### config.mk
export PLATFORM = sky130hd
export DESIGN_NAME = dma_chan_ctrl
export DESIGN_NICKNAME = d
export VERILOG_FILES = /design/src/rtl/dma_chan_pkg.sv /design/src/rtl/dma_chan_cfg.sv /design/src/rtl/dma_chan_count.sv /design/src/rtl/dma_chan_flags.sv /design/src/rtl/dma_chan_ctrl.sv
export SDC_FILE = /design/constraint.sdc
export NUM_CORES = 1
export LEC_CHECK = 0
export BUFFER_PORTS_ARGS = -buffer_cell sky130_fd_sc_hd__buf_2
export CAP_MARGIN = 20
export CORE_MARGIN = 8
export CORE_UTILIZATION = 55
export CTS_BUF_LIST = sky130_fd_sc_hd__clkbuf_8
export CTS_CLUSTER_DIAMETER = 200
export DETAILED_ROUTE_END_ITERATION = 6
export GPL_ROUTABILITY_DRIVEN = 0
export PLACE_DENSITY = 0.82
export SLEW_MARGIN = 20
export SYNTH_ARGS = -nofsm -noshare
export SYNTH_HDL_FRONTEND = slang
export SYNTH_SLANG_ARGS = --single-unit
export TNS_END_PERCENT = 5
### constraint.sdc
create_clock -name clk -period 3 [get_ports clk]
set_input_delay 0.6 -clock clk [delete_from_list [all_inputs] [get_ports clk]]
set_output_delay 0.6 -clock clk [all_outputs]
set_load 0.01 [all_outputs]
### src/rtl/dma_chan_pkg.sv
`timescale 1ns/1ps
package dma_chan_pkg;
    localparam int CFG_W  = 6;
    localparam int NFLAG  = 3;
    localparam int FLG_TC = 0;
    localparam int FLG_HT = 1;
    localparam int FLG_TE = 2;

    localparam logic [1:0] ADDR_CFG  = 2'd0;
    localparam logic [1:0] ADDR_CNT  = 2'd1;
    localparam logic [1:0] ADDR_FLAG = 2'd2;

    typedef struct packed {
        logic circ;
        logic dir;
        logic teie;
        logic htie;
        logic tcie;
        logic en;
    } cfg_t;
endpackage

### src/rtl/dma_chan_cfg.sv
`timescale 1ns/1ps
module dma_chan_cfg
    import dma_chan_pkg::*;
(
    input  logic             clk,
    input  logic             rst_n,
    input  logic             wr,
    input  logic [CFG_W-1:0] wdata,
    input  logic             err,
    output cfg_t             cfg
);
    typedef struct packed {
        cfg_t cfg;
    } st_t;

    st_t st_d, st_q;

    always_comb begin
        st_d = st_q;
        if (wr) begin
            st_d.cfg = cfg_t'(wdata);
        end
        // an error always wins over a write and drops the enable
        if (err) begin
            st_d.cfg.en = 1'b0;
        end
    end

    always_ff @(posedge clk or negedge rst_n) begin
        if (!rst_n) begin
            st_q <= '0;
        end else begin
            st_q <= st_d;
        end
    end

    assign cfg = st_q.cfg;
endmodule

### src/rtl/dma_chan_count.sv
`timescale 1ns/1ps
module dma_chan_count #(
    parameter int CNT_W = 16
) (
    input  logic             clk,
    input  logic             rst_n,
    input  logic             en,
    input  logic             circ,
    input  logic             load,
    input  logic [CNT_W-1:0] load_val,
    input  logic             beat,
    output logic [CNT_W-1:0] cnt,
    output logic [CNT_W-1:0] shadow,
    output logic             ev_half,
    output logic             ev_full
);
    localparam logic [CNT_W-1:0] ONE  = CNT_W'(1);
    localparam logic [CNT_W-1:0] ZERO = '0;

    typedef struct packed {
        logic [CNT_W-1:0] cnt;
        logic [CNT_W-1:0] shadow;
    } st_t;

    st_t              st_d, st_q;
    logic [CNT_W-1:0] cnt_dec;
    logic [CNT_W-1:0] half_mark;

    always_comb begin
        st_d      = st_q;
        cnt_dec   = st_q.cnt - ONE;
        half_mark = st_q.shadow >> 1;
        ev_half   = 1'b0;
        ev_full   = 1'b0;
        if (load && !en) begin
            st_d.cnt    = load_val;
            st_d.shadow = load_val;
        end else if (beat && en && (st_q.cnt != ZERO)) begin
            ev_full = (cnt_dec == ZERO);
            ev_half = (cnt_dec == half_mark);
            if (ev_full && circ) begin
                st_d.cnt = st_q.shadow;
            end else begin
                st_d.cnt = cnt_dec;
            end
        end
    end

    always_ff @(posedge clk or negedge rst_n) begin
        if (!rst_n) begin
            st_q <= '0;
        end else begin
            st_q <= st_d;
        end
    end

    assign cnt    = st_q.cnt;
    assign shadow = st_q.shadow;
endmodule

### src/rtl/dma_chan_flags.sv
`timescale 1ns/1ps
module dma_chan_flags
    import dma_chan_pkg::*;
(
    input  logic             clk,
    input  logic             rst_n,
    input  logic [NFLAG-1:0] set,
    input  logic [NFLAG-1:0] clr,
    input  logic [NFLAG-1:0] ena,
    output logic [NFLAG-1:0] flags,
    output logic             irq
);
    typedef struct packed {
        logic [NFLAG-1:0] flags;
    } st_t;

    st_t              st_d, st_q;
    logic [NFLAG-1:0] irq_term;

    always_comb begin
        st_d = st_q;
        // set has priority over a simultaneous clear
        st_d.flags = (st_q.flags & ~clr) | set;
    end

    always_ff @(posedge clk or negedge rst_n) begin
        if (!rst_n) begin
            st_q <= '0;
        end else begin
            st_q <= st_d;
        end
    end

    for (genvar g = 0; g < NFLAG; g++) begin : g_irq
        assign irq_term[g] = st_q.flags[g] & ena[g];
    end

    assign flags = st_q.flags;
    assign irq   = |irq_term;
endmodule

### src/rtl/dma_chan_ctrl.sv
`timescale 1ns/1ps
module dma_chan_ctrl
    import dma_chan_pkg::*;
#(
    parameter int CNT_W  = 16,
    parameter int DATA_W = 32
) (
    input  logic              clk,
    input  logic              rst_n,
    input  logic              reg_wr,
    input  logic [1:0]        reg_addr,
    input  logic [DATA_W-1:0] reg_wdata,
    output logic [DATA_W-1:0] reg_rdata,
    input  logic [NFLAG-1:0]  flag_clr,
    input  logic              xfer_req,
    input  logic              xfer_done,
    input  logic              xfer_err,
    output logic              xfer_gnt,
    output logic              xfer_dir,
    output logic              irq
);
    localparam logic [CNT_W-1:0] ZERO = '0;

    cfg_t             cfg;
    logic [CNT_W-1:0] cnt_val;
    logic [CNT_W-1:0] shadow_val;
    logic [NFLAG-1:0] flags_val;
    logic [NFLAG-1:0] flag_set;
    logic [NFLAG-1:0] flag_ena;
    logic             ev_half;
    logic             ev_full;
    logic             wr_cfg;
    logic             wr_cnt;
    logic             cnt_live;
    logic             unused_wdata;

    assign wr_cfg       = reg_wr && (reg_addr == ADDR_CFG);
    assign wr_cnt       = reg_wr && (reg_addr == ADDR_CNT);
    assign unused_wdata = ^reg_wdata[DATA_W-1:CNT_W];

    dma_chan_cfg i_cfg (
        .clk   (clk),
        .rst_n (rst_n),
        .wr    (wr_cfg),
        .wdata (reg_wdata[CFG_W-1:0]),
        .err   (xfer_err),
        .cfg   (cfg)
    );

    dma_chan_count #(.CNT_W(CNT_W)) i_count (
        .clk      (clk),
        .rst_n    (rst_n),
        .en       (cfg.en),
        .circ     (cfg.circ),
        .load     (wr_cnt),
        .load_val (reg_wdata[CNT_W-1:0]),
        .beat     (xfer_done),
        .cnt      (cnt_val),
        .shadow   (shadow_val),
        .ev_half  (ev_half),
        .ev_full  (ev_full)
    );

    always_comb begin
        flag_set         = '0;
        flag_set[FLG_TC] = ev_full;
        flag_set[FLG_HT] = ev_half;
        flag_set[FLG_TE] = xfer_err;
        flag_ena         = '0;
        flag_ena[FLG_TC] = cfg.tcie;
        flag_ena[FLG_HT] = cfg.htie;
        flag_ena[FLG_TE] = cfg.teie;
    end

    dma_chan_flags i_flags (
        .clk   (clk),
        .rst_n (rst_n),
        .set   (flag_set),
        .clr   (flag_clr),
        .ena   (flag_ena),
        .flags (flags_val),
        .irq   (irq)
    );

    assign cnt_live = cfg.en && (cnt_val != ZERO);
    assign xfer_gnt = cnt_live && xfer_req;
    assign xfer_dir = cfg.dir;

    always_comb begin
        reg_rdata = '0;
        unique case (reg_addr)
            ADDR_CFG:  reg_rdata[CFG_W-1:0] = cfg;
            ADDR_CNT:  reg_rdata[CNT_W-1:0] = cnt_val;
            ADDR_FLAG: reg_rdata[NFLAG-1:0] = flags_val;
            default:   reg_rdata = '0;
        endcase
    end
endmodule

# Word level (Yosys, flattened, before mapping)
# Cells that the tools add are included.
[totals]
regBits = 41
latch_bits = 0
ram_bits = 0
in_bits = 43
wordCells = 46
rom_bits = 0
out_inout_bits = 35
n_memories = 0
[op_classes]
n_mux = 12
div_mod_pow = 0
n_eq_ne = 3
n_bitwise = 6
shifts = 0
n_lt_le_gt_ge = 0
addsub = 1
n_reduce_logical = 15
mul = 0
[op_table]
columns = ["op", "n"]
rows = [
  ["$mux W16", 3],
  ["$eq A16 B15 Y1", 1],
  ["$logic_not A16 Y1", 1],
  ["$reduce_bool A16 Y1", 1],
  ["$sub A16 B1 Y16 const B", 1],
  ["$mux W10", 1],
  ["$pmux W3 S3", 1],
  ["$logic_and A1 B1 Y1", 8],
  ["$mux W1", 6],
  ["$pmux W3 S2", 1],
  ["$reduce_bool A2 Y1", 2],
  ["$and A1 B1 Y1", 3],
  ["$and A3 B3 Y3", 1],
  ["$not A3 Y3", 1],
  ["$or A3 B3 Y3", 1],
  ["$reduce_or A3 Y1", 1],
  ["$eq A2 B1 Y1 const B", 1],
  ["$eq A2 B2 Y1 const B", 1],
  ["$logic_not A2 Y1", 1],
  ["$logic_not A1 Y1", 1],
]

# Logic depth before layout (Yosys ltp)
[logic_depth]
word_depth = 6
depth_mapped = 10
mapped_depth_nobuf = 8

# By module
# Synthesis repeated with hierarchy kept, for this count alone.
[unflattened]
cells_unflattened = 381
area_unflattened_um2 = 3407.0
[by_module_without_submodules]
columns = ["module", "instances", "seq_area_each_um2", "cells_each", "area_per_inst_um2"]
rows = [
  ["dma_chan_count", 1, 800.8, 305, 2643.8],
  ["dma_chan_ctrl", 1, 0.0, 51, 390.4],
  ["dma_chan_cfg", 1, 150.1, 14, 250.2],
  ["dma_chan_flags", 1, 75.1, 11, 122.6],
]

# Worst setup path before layout
# No wires, ideal clock.
[synth_path]
path_kind = "register to register"
start = "register i_count.st_q (netlist bit i_count.cnt[0])"
end = "register i_count.st_q (netlist bit i_count.cnt[12])"
period_less_slack_ps = 2432
stages_incl_launch_ff = 11
required_time_ps = 2877
arrival_time_ps = 2309
setup_slack_ps = 568
n_path_buf = 2
setup_ps = 123
path_cell_list = "dfrtp_1 -> buf_4 -> inv_1 -> ha_1 -> nor2b_1 -> clkbuf_1 -> nand3b_1 -> xor2_1 -> and3_1 -> nand4_2 -> o221a_2"
[synth_between]
elab_chain_len = 6
word_cells_on_any_way = 9
classes_between = "add/sub (1); mux (3); reduce/logical (5)"
[synth_rtl]
columns = ["item", "line_no", "source"]
rows = [
  ["start: declaration", "dma_chan_count.sv:25", "st_t st_d, st_q;"],
  ["start signal: assignment", "dma_chan_count.sv:53", "st_q <= st_d;"],
  ["$sub A16 B1 Y16", "dma_chan_count.sv:31", "cnt_dec = st_q.cnt - ONE;"],
  ["$logic_not A16 Y1", "dma_chan_count.sv:39", "ev_full = (cnt_dec == ZERO);"],
  ["$logic_and A1 B1 Y1", "dma_chan_count.sv:41", "if (ev_full && circ) begin"],
  ["$mux W16", "dma_chan_count.sv:41", ""],
  ["$mux W16", "dma_chan_count.sv:38", "end else if (beat && en && (st_q.cnt != ZERO)) begin"],
  ["$mux W16", "dma_chan_count.sv:35", "if (load && !en) begin"],
]
# Several ways; a longest one is shown, not always the timed one. The select of a mux whose other input is x is not followed.
# A chain may end at the register's enable or synchronous reset.

# Worst setup path after layout
[layout_path]
start = "register i_count.st_q (netlist bit i_count.cnt[7])"
end = "register i_count.st_q (netlist bit i_count.cnt[8])"
# The elaborated chain is that of the path after synthesis.

==> reports/summary.txt <==
outcome -> completed
Setup CP Type -> flop to flop
CTS tree -> done
internal power -> 1.15 mW
# resized after CTS -> 0
first-pass GRT wire length -> 13.5 mm
Syn Inst Count -> 356
Routed Antenna Nets -> 0
worst r2r path cells -> 6
Critical R2R Launch -> i_count.cnt[7]
clk buf depth -> 2
first drt pass iteration count -> 5
net switching power -> 0.757 mW
CTS Root Cell -> clkbuf_8
critical path launch point type -> flop
crit path max fanout -> 11
final worst-path cycle share -> 87.5%
H-tree depth -> 2
WL/cell -> 17.3 microns
metal2 WL -> 3.84 mm
TritonCTS Buffers -> 5
area of the multi-input gates -> 1780 sq um
Slew @ Worst Pin -> 0.906 ns
share of the synthesized area in the top cell type -> 33.5%
vias in the first global route -> 2786
Gate power share -> 40.3%
filler instances -> 465
TNS Setup -> 0 ns
crit path DAT -> 2.81 ns
Clock power frac -> 18.3%
Mapped Area -> 3060 sq um
row count -> 27
Stages on worst setup path -> 6
input/output buffers -> 45
starting density of the core -> 56.3%
# IOs -> 78
MaxCap Viol Count -> 0
Post-CTS Setup Inserts -> 0
switching share of power -> 39.6%
final wirelength -> 8.27 mm
static leakage -> 1.57 nW
Vias/cell -> 6.12
met3 WL -> 898 microns
initial antenna violation count -> 0
Layout Skew -> 0.00478 ns
die height -> 90.6 microns
sequential cell area fraction in the yosys report -> 33.5%
Layout area overhead -> 12.4%
synth unique cells -> 66
sequential share of power -> 41.4%
syn avg cell area -> 8.60 sq um
Worst setup startpoint -> i_count.cnt[7]
DRC violations left -> 0
hpwl dp -> 6.32 mm
Primary FF master, synth -> dfrtp_1
total core area -> 5440 sq um
slowest stage delay, CP -> 0.52 ns
diode count -> 0
max-slew violation count -> 0
Hold Buf Count CTS -> 0
Crit path required time -> 3.19 ns
RSZ-0062 raised after global routing -> no
Die Footprint -> 8210 sq um
Overflow after GRT -> 0
max layer used -> met4
clk_lat worst skew -> 0.30 ns
die width -> 90.6 microns
Met1 Wirelength -> 3.36 mm
fin crit period -> 2.63 ns
register area -> 1030 sq um
Setup violations, final -> 0
DR vias -> 2926
crit path capture type -> flop
post-synth top area cell -> dfrtp_1
Hold Path Class -> input port to async pin
internal reg-to-reg setup slack -> 0.37 ns
clock transition at the registers of the reported paths -> 0.08 ns
largest net degree at the start of global routing -> 42
final hold violations -> 0
EDFF count, synth -> 0
cells along the critical path -> nor3_1 > nand4_1 > xor2_1 > and3_1 > nand4_2 > o221a_2
Nets -> 451
FF+latch count, synth -> 41
power per standard cell area -> 555 nW/um^2
GRT Util Overall -> 19.9%
slowest library cell on the worst path -> dfrtp_1
worst vdd ir -> 0.000240 V
fmax -> 381 MHz
CP delay by family, top -> simple AND/OR/NAND/NOR gates
DR iter-0 viols -> 282
Post-synth ARST share -> 100%
share of layout cells above drive strength 1 -> 24.1%
Sink Count -> 41
Min Hold Slack -> 0.433 ns
Worst Path Buf+Inv -> 0
Slew headroom -> 39.6%
synth top area cells -> dfrtp_1, nand2_1, buf_4, xnor2_1, mux2i_1
synth warn -> 0
## flip-flops by register name, indices dropped and copies added, names as in the netlist
name / count
i_cfg.cfg: 6
i_flags.flags: 3
i_count.shadow: 16
i_count.cnt: 16
## through the flow
step	setup slack [ns]	utilization (%)	instances	power (mW)	cell area (sq um)
final	0.374	63.3	478	1.91	3440
after global routing	0.202	63.3	478	2.02	3440
after CTS	0.412	63.3	478	1.90	3440
after detailed placement	0.419	61.7	470	1.55	3360
after global placement	0.475	61.7	470	1.52	3360
after floorplan	0.568	-	371	1.33	3120
## layout by cell type (no fill, tap or decap), drive strengths merged, types with 3 or more instances in the layout
cell / instances
mux2: 6
nand4: 10
or3: 4
nor3: 8
xor2: 10
a21oi: 6
a222oi: 3
nand2: 66
nor2: 12
o21ai: 24
nor3b: 3
dfrtp: 41
nand3b: 3
conb: 16
mux2i: 12
xnor2: 14
nand3: 5
nor2b: 6
and2: 11
buf: 70
inv: 13
ha: 3
o31ai: 3
nor4: 5
o211ai: 5
clkbuf: 5
o221a: 6
## cell usage after synthesis, types with 2 or more instances
library cell and n:
a311oi_1 2, xor2_1 10, nand3_1 4, inv_1 12, o2111ai_1 2, nand2b_1 2, mux2_2 5, o311a_1 2
o21ai_1 3, clkbuf_1 14, o221a_2 6, o21ai_0 20, buf_4 18, buf_2 7, nand3b_1 3, nand2_1 65
nand4_1 9, nor3_1 7, and2_1 11, nor3b_1 3, mux2i_1 12, buf_6 3, dfrtp_1 41, a21oi_1 6
or3_1 4, o31ai_1 3, nor2b_1 6, a32o_1 2, ha_1 3, or4_1 2, and3b_1 2, nor2_1 12
xnor2_1 14, o211ai_1 5, a222oi_1 3, nor4_1 3
## kinds of logic after synthesis
logic type	after synthesis	synth area share, %
multiplexers	18	6.25
XOR/XNOR	24	6.87
buffers and inverters	55	10.0
flip-flops	41	33.5
other	1	0.123
adder cells (fa/ha/maj)	3	1.23
AND/OR/NAND/NOR	146	25.5
AO/OA/AOI/OAI	68	16.5
## final timing paths
| path | end |
|---|---|
| worst max-delay path | i_count.cnt[8] |
| worst min-delay path | i_count.shadow[5] |
| worst max register to register | i_count.cnt[8] |
| worst min register to register | i_count.shadow[2] |
| max in group asynchronous | i_count.cnt[10] |
| min in group clk | i_cfg.cfg[0] |
## power by group through the flow
stage	Sequential [mW]	Combinational, mW	Clock, mW
after floorplan	0.731	0.598	0
after global placement	0.793	0.731	0
after detailed placement	0.796	0.753	0
after CTS	0.786	0.757	0.357
after global routing	0.804	0.844	0.376
final	0.789	0.770	0.350
## metal layers
| layer | global-route usage, % | vias to the layer above |
|---|---|---|
| met3 | 5.15 | 22 |
| met4 | 8.04 | 0 |
| met5 | 0 | - |
| met1 | 24.8 | 1382 |
| li1 | - | 1332 |
| met2 | 32.0 | 190 |
## final cells by class
class / instances / area share (%)
inverters: 12 / 1.31
multi-input cells: 275 / 51.9
repair buffers: 70 / 12.0
clock buffers: 5 / 2.00
well taps: 72 / 2.62
clock inverters: 3 / 0.400
flip-flops and latches: 41 / 29.8
(Power assumes the default switching activity.)
